## src/rtl/ro_pkg.sv

```systemverilog
package ro_pkg;
  typedef enum logic {
    COMB_DIRECT = 1'b0,
    COMB_PREREG = 1'b1
  } comb_mode_e;

  typedef enum logic {
    SCLK_EXTERNAL = 1'b0,
    SCLK_DIVIDED  = 1'b1
  } sclk_src_e;
endpackage

```

## src/rtl/ro_rst_sync.sv

```systemverilog
module ro_rst_sync #(
  parameter int STAGES = 2
) (
  input  logic clk_i,
  input  logic arst_n_i,
  output logic srst_n_o
);
  logic [STAGES-1:0] sync_q;
  logic [STAGES-1:0] sync_d;

  always_comb begin
    sync_d = {sync_q[STAGES-2:0], 1'b1};
  end

  always_ff @(posedge clk_i or negedge arst_n_i) begin
    if (!arst_n_i) begin
      sync_q <= '0;
    end else begin
      sync_q <= sync_d;
    end
  end

  assign srst_n_o = sync_q[STAGES-1];
endmodule

```

## src/rtl/ro_clk_div.sv

```systemverilog
module ro_clk_div #(
  parameter int DIV_LOG2 = 3
) (
  input  logic osc_i,
  input  logic arst_n_i,
  output logic clk_o
);
  logic              osc_rst_n;
  logic [DIV_LOG2-1:0] cnt_q;
  logic [DIV_LOG2-1:0] cnt_d;

  ro_rst_sync #(.STAGES(2)) u_osc_rst (
    .clk_i    (osc_i),
    .arst_n_i (arst_n_i),
    .srst_n_o (osc_rst_n)
  );

  always_comb begin
    cnt_d = cnt_q + DIV_LOG2'(1);
  end

  always_ff @(posedge osc_i or negedge osc_rst_n) begin
    if (!osc_rst_n) begin
      cnt_q <= '0;
    end else begin
      cnt_q <= cnt_d;
    end
  end

  // Counter MSB: 50% duty square wave at osc / 2**DIV_LOG2
  assign clk_o = cnt_q[DIV_LOG2-1];
endmodule

```

## src/rtl/ro_combiner.sv

```systemverilog
module ro_combiner #(
  parameter int                 N_RING = 8,
  parameter ro_pkg::comb_mode_e MODE   = ro_pkg::COMB_DIRECT
) (
  input  logic              clk_i,
  input  logic              rst_n_i,
  input  logic              en_i,
  input  logic [N_RING-1:0] ring_i,
  output logic              bit_o,
  output logic              bit_vld_o
);
  logic xor_val;
  logic xor_vld;
  logic raw_q, raw_d;
  logic vld_q, vld_d;

  if (MODE == ro_pkg::COMB_PREREG) begin : g_prereg
    logic [N_RING-1:0] stage_q, stage_d;
    logic              stage_vld_q, stage_vld_d;

    always_comb begin
      stage_d     = stage_q;
      stage_vld_d = stage_vld_q;
      if (en_i) begin
        stage_d     = ring_i;
        stage_vld_d = 1'b1;
      end
    end

    always_ff @(posedge clk_i or negedge rst_n_i) begin
      if (!rst_n_i) begin
        stage_q     <= '0;
        stage_vld_q <= 1'b0;
      end else begin
        stage_q     <= stage_d;
        stage_vld_q <= stage_vld_d;
      end
    end

    assign xor_val = ^stage_q;
    assign xor_vld = stage_vld_q;
  end else begin : g_direct
    // Parity of asynchronous levels goes straight to the sampling flop
    assign xor_val = ^ring_i;
    assign xor_vld = 1'b1;
  end

  always_comb begin
    raw_d = raw_q;
    vld_d = vld_q;
    if (en_i) begin
      raw_d = xor_val;
      vld_d = xor_vld;
    end
  end

  always_ff @(posedge clk_i or negedge rst_n_i) begin
    if (!rst_n_i) begin
      raw_q <= 1'b0;
      vld_q <= 1'b0;
    end else begin
      raw_q <= raw_d;
      vld_q <= vld_d;
    end
  end

  assign bit_o     = raw_q;
  assign bit_vld_o = vld_q;
endmodule

```

## src/rtl/ro_word_packer.sv

```systemverilog
module ro_word_packer #(
  parameter int WORD_W = 16
) (
  input  logic              clk_i,
  input  logic              rst_n_i,
  input  logic              en_i,
  input  logic              bit_i,
  input  logic              bit_vld_i,
  output logic [WORD_W-1:0] word_o,
  output logic              word_vld_o
);
  localparam int CNT_W = $clog2(WORD_W);
  localparam logic [CNT_W-1:0] LAST = CNT_W'(WORD_W - 1);

  logic [WORD_W-1:0] sh_q, sh_d;
  logic [WORD_W-1:0] word_q, word_d;
  logic [CNT_W-1:0]  cnt_q, cnt_d;
  logic              vld_q, vld_d;
  logic              shift;
  logic [WORD_W-1:0] sh_next;

  assign shift   = en_i & bit_vld_i;
  assign sh_next = {bit_i, sh_q[WORD_W-1:1]};

  always_comb begin
    sh_d   = sh_q;
    cnt_d  = cnt_q;
    word_d = word_q;
    vld_d  = 1'b0;
    if (shift) begin
      sh_d = sh_next;
      if (cnt_q == LAST) begin
        cnt_d  = '0;
        word_d = sh_next;
        vld_d  = 1'b1;
      end else begin
        cnt_d = cnt_q + CNT_W'(1);
      end
    end
  end

  always_ff @(posedge clk_i or negedge rst_n_i) begin
    if (!rst_n_i) begin
      sh_q   <= '0;
      word_q <= '0;
      cnt_q  <= '0;
      vld_q  <= 1'b0;
    end else begin
      sh_q   <= sh_d;
      word_q <= word_d;
      cnt_q  <= cnt_d;
      vld_q  <= vld_d;
    end
  end

  assign word_o     = word_q;
  assign word_vld_o = vld_q;
endmodule

```

## src/rtl/ro_xor_sampler.sv

```systemverilog
module ro_xor_sampler #(
  parameter int                 N_RING   = 8,
  parameter int                 WORD_W   = 16,
  parameter int                 DIV_LOG2 = 3,
  parameter ro_pkg::comb_mode_e MODE     = ro_pkg::COMB_DIRECT,
  parameter ro_pkg::sclk_src_e  CLK_SRC  = ro_pkg::SCLK_EXTERNAL
) (
  input  logic              clk_ref_i,
  input  logic              osc_ref_i,
  input  logic              rst_n_i,
  input  logic              en_i,
  input  logic [N_RING-1:0] ring_i,
  output logic [WORD_W-1:0] word_o,
  output logic              word_vld_o
);
  logic samp_clk;
  logic samp_rst_n;
  logic raw_bit;
  logic raw_vld;

  if (CLK_SRC == ro_pkg::SCLK_DIVIDED) begin : g_int_clk
    logic unused_clk_ref;
    assign unused_clk_ref = clk_ref_i;
    ro_clk_div #(.DIV_LOG2(DIV_LOG2)) u_div (
      .osc_i    (osc_ref_i),
      .arst_n_i (rst_n_i),
      .clk_o    (samp_clk)
    );
  end else begin : g_ext_clk
    logic unused_osc_ref;
    assign unused_osc_ref = osc_ref_i;
    assign samp_clk = clk_ref_i;
  end

  ro_rst_sync #(.STAGES(2)) u_samp_rst (
    .clk_i    (samp_clk),
    .arst_n_i (rst_n_i),
    .srst_n_o (samp_rst_n)
  );

  ro_combiner #(.N_RING(N_RING), .MODE(MODE)) u_comb (
    .clk_i     (samp_clk),
    .rst_n_i   (samp_rst_n),
    .en_i      (en_i),
    .ring_i    (ring_i),
    .bit_o     (raw_bit),
    .bit_vld_o (raw_vld)
  );

  ro_word_packer #(.WORD_W(WORD_W)) u_pack (
    .clk_i      (samp_clk),
    .rst_n_i    (samp_rst_n),
    .en_i       (en_i),
    .bit_i      (raw_bit),
    .bit_vld_i  (raw_vld),
    .word_o     (word_o),
    .word_vld_o (word_vld_o)
  );
endmodule

```

## config.mk

```make
export PLATFORM = sky130hd
export DESIGN_NAME = ro_xor_sampler
export DESIGN_NICKNAME = d
export VERILOG_FILES = /design/src/rtl/ro_pkg.sv /design/src/rtl/ro_rst_sync.sv /design/src/rtl/ro_clk_div.sv /design/src/rtl/ro_combiner.sv /design/src/rtl/ro_word_packer.sv /design/src/rtl/ro_xor_sampler.sv
export SDC_FILE = /design/constraint.sdc
export NUM_CORES = 1
export LEC_CHECK = 0
export BUFFER_PORTS_ARGS = -buffer_cell sky130_fd_sc_hd__buf_2
export CELL_PAD_IN_SITES_DETAIL_PLACEMENT = 0
export CELL_PAD_IN_SITES_GLOBAL_PLACEMENT = 1
export CORE_MARGIN = 2
export CORE_UTILIZATION = 45
export CTS_CLUSTER_SIZE = 10
export DETAILED_ROUTE_END_ITERATION = 16
export GPL_TIMING_DRIVEN = 0
export MAX_ROUTING_LAYER = met4
export PLACE_DENSITY_LB_ADDON = 0.1
export RECOVER_POWER = 100
export SLEW_MARGIN = 20
export SYNTH_ARGS = -nofsm -noshare
export SYNTH_HDL_FRONTEND = slang
export SYNTH_HIERARCHICAL = 1
export SYNTH_SLANG_ARGS = --single-unit
export TNS_END_PERCENT = 10
```

## constraint.sdc

```tcl
create_clock -name clk_ref_i -period 1.6 [get_ports clk_ref_i]
set_input_delay 0.32 -clock clk_ref_i [delete_from_list [all_inputs] [get_ports clk_ref_i]]
set_output_delay 0.32 -clock clk_ref_i [all_outputs]
set_load 0.02 [all_outputs]
```

==> results.toml <==
[status]
status = "finished, final reports clean"

[power_and_ir_drop]
powerDensity_mw_per_mm2 = 1650
comb_power_share_pct = 30.8
p_leak_uw = 0.000863
p_total_uw = 3140
clock_power_share_pct = 16.2
pwr-share-seq_pct = 53.0
switching_share_pct = 33.8
switchingPower_uw = 1060
ir_drop_mv = 0.768
p_int_uw = 2080

[die]
fp.dieArea_sq_mm = 0.00409
core_area_sq_mm = 0.00339
die_w_um = 64.0
die_h_um = 64.0
rows = 21
ios = 29
start_util_pct = 47.7

[clock_tree]
root_buffer = "clkbuf_4"
cts.htree.levels = 2
path_clk_slew_ns = 0.13
clkSinkCount = 40
insertion_delay_ns = 0.36
clk_path_buf_depth = 2
cts_tree = "yes"
cts_buffers = 5

[run]
max_cap_viol_count = 0

[logic_synthesis]
synth_top_family_by_area = "multiplexers"
yosysWarnings = 6
synth_cells = 98
yosysTopAreaCell = "dfrtp_1"
syn_nets = 111
synth_simple_gate_area_share_pct = 4.10
synth_xor_area_share_pct = 4.33
synth.area.mux_share_pct = 24.4
syn_avg_cell_area_sq_um = 16.5
synth-compound-area-share_pct = 2.40
synth_fa_ha_area_share_pct = 0.773
synth_area_leaders = "dfrtp_1 (62%), mux2_2 (15%), mux2_4 (8.4%)"
netlist_area_sq_mm = 0.00162
yosysTopAreaCellShare_pct = 61.9
seq_area_frac_synth_pct = 61.9
ys_ff_latch = 40
ys_types = 21

[sta]
rsz0062_at_grt = "false"
fin_skew_ns = 0.0153
finalHoldViolCount = 0
finalWorstSetupSlack_ns = 0.0931
period_minus_slack_ns = 1.51
clock.fmax_mhz = 664
setup_viol = 0
tightest_slew_ns = 0.755
holdWs_ns = 0.119
fin_crit_sh_pct = 94.2
relSlewSlack_pct = 49.7
slew_viol_final = 0

[setup_path]
max_stage_delay_ns = 0.40
crit_required_ns = 1.86
slowest_stage = "dfrtp_1"
critPathCapture = "u_pack/word_o[9]$_DFFE_PN0P_"
cp.arrival_ns = 1.76
worstReg2RegStart = "u_pack/cnt_q[0]$_DFFE_PN0P_"
reg2regPathDepth = 5
crit_fanout = 10
cp_top_family = "flip-flops"
critPathLaunch = "u_pack/cnt_q[0]$_DFFE_PN0P_"
crit_type = "reg -> reg"
crit_path_end_kind = "flip-flop"
worstReg2RegEnd = "u_pack/word_o[9]$_DFFE_PN0P_"
cp-start-kind = "flip-flop"
path_depth = 5
crit_buf_inv = 1
r2r_slack_ns = 0.09
cp_cell_sequence = "ha_2 -> nand2_1 -> nor2_8 -> buf_12 -> mux2_1"

[detailed_routing]
wl_um = 2400
routed-via-count = 907
viasPerCell = 4.88
drt_iter0_drc = 25
firstDrtPassIters = 4
ant_nets = 0
drc = 0
routedWlPerCell_um = 12.9

[placed_design]
dpl.hpwl_um = 1610
io_buffers = 27
gp_congestion = 0.679
place_ws_ns = -0.0110
placed_area_sq_mm = 0.00183

[global_route]
grt_first_pass_wirelength_um = 4170
grt_pass1_vias = 857
grt.overflow.total = 0
grt_start_max_net_pins = 33
grt_usage_pct = 14.0
antenna_found_initial = 0

[finish]
design_area_sq_mm = 0.00190
num-fill-cells = 292
finish.utilization_pct = 56.0
fin_nets = 152
areaGrowthSynthToFinish_pct = 17.3
layout-drive-gt1-share_pct = 40.0
final_cell_mix = "dfrtp_1 (40), mux2_2 (21), clkbuf_1 (18), buf_2 (9), xnor2_1 (8)"
antenna_cells = 0
final_common_cell = "dfrtp_1"

[hold_path]
hp-class = "reg -> async"
-- area by class of cell --
class / instances / area [sq um] / area share, %
Buffer: 2 / 31.3 / 1.65
Multi-Input combinational cell: 56 / 574 / 30.3
Tap cell: 46 / 57.6 / 3.03
Sequential cell: 40 / 1000 / 52.7
Clock buffer: 5 / 37.5 / 1.98
Clock inverter: 3 / 18.8 / 0.989
Timing Repair Buffer: 34 / 178 / 9.36
-- power groups by stage --
| stage | Combinational, uW | Clock (uW) | Sequential [uW] |
|---|---|---|---|
| after floorplan | 538 | 0 | 1850 |
| after global placement | 957 | 0 | 1690 |
| after detailed placement | 997 | 0 | 1690 |
| after CTS | 1010 | 529 | 1670 |
| after global routing | 1050 | 578 | 1720 |
| final | 966 | 507 | 1660 |
-- registers in the layout, summed over array words and instances (netlist names) --
name,cells
u_comb/bit_o,1
u_comb/bit_vld_o,1
u_pack/cnt_q,4
u_pack/sh_q,15
u_pack/word_o,16
u_pack/word_vld_o,1
u_samp_rst/sync_q,2
-- logic make-up after synthesis --
group	after synthesis
compound gates	6
xor+xnor	8
fa+ha+maj	1
buf+inv	2
flops	40
mux	32
other cells	1
simple gates	8
-- how the worst min path moves through the flow --
stage | from | endpoint | depth (start not counted)
6_report | u_samp_rst/sync_q[1]$_DFF_PN0_ | u_pack/sh_q[15]$_DFFE_PN0P_ | 0
5_1_grt | u_samp_rst/sync_q[1]$_DFF_PN0_ | u_pack/word_o[14]$_DFFE_PN0P_ | 0
4_1_cts | u_samp_rst/sync_q[1]$_DFF_PN0_ | u_pack/sh_q[15]$_DFFE_PN0P_ | 0
3_5_place_dp | rst_n_i | u_samp_rst/sync_q[0]$_DFF_PN0_ | 1
3_3_place_gp | rst_n_i | u_samp_rst/sync_q[1]$_DFF_PN0_ | 1
2_1_floorplan | rst_n_i | u_samp_rst/sync_q[0]$_DFF_PN0_ | 0
-- cells in the mapped netlist --
cell	n
dfrtp_1	40
a21oi_1	2
nor2_8	1
a311oi_1	1
conb_1	1
nand3_1	1
or2_2	1
nor2_1	1
o31ai_1	1
buf_12	1
nand2_1	2
a21o_1	1
ha_1	1
xnor2_1	8
mux2_2	21
o21ai_0	1
nand2_2	1
buf_6	1
mux2_1	2
nand3_4	1
mux2_4	9
-- layer usage --
metal	global-route usage (%)	vias to the layer above	part of all wire, %
met5	-	-	0
met2	19.7	31	45
li1	-	424	-
met1	18.0	445	46
met3	5.28	7	6.9
met4	6.52	0	2.4
-- repair_timing --
action                                 in CTS  in global routing
endpoints found under the hold margin       2                  0
setup endpoints to repair                   9                 16
pin swaps                                   1                  0
hold buffers                                1                  0
resized for setup                           0                  1
setup buffers                               2                  3
-- metrics by stage --
step	TNS [ns]	cells
global route	0	186
global placement	-0.0108	171
finish	0	186
floorplan	0	98
CTS	0	183
detailed placement	-0.0790	172
Power figures use the tool's default switching activity.
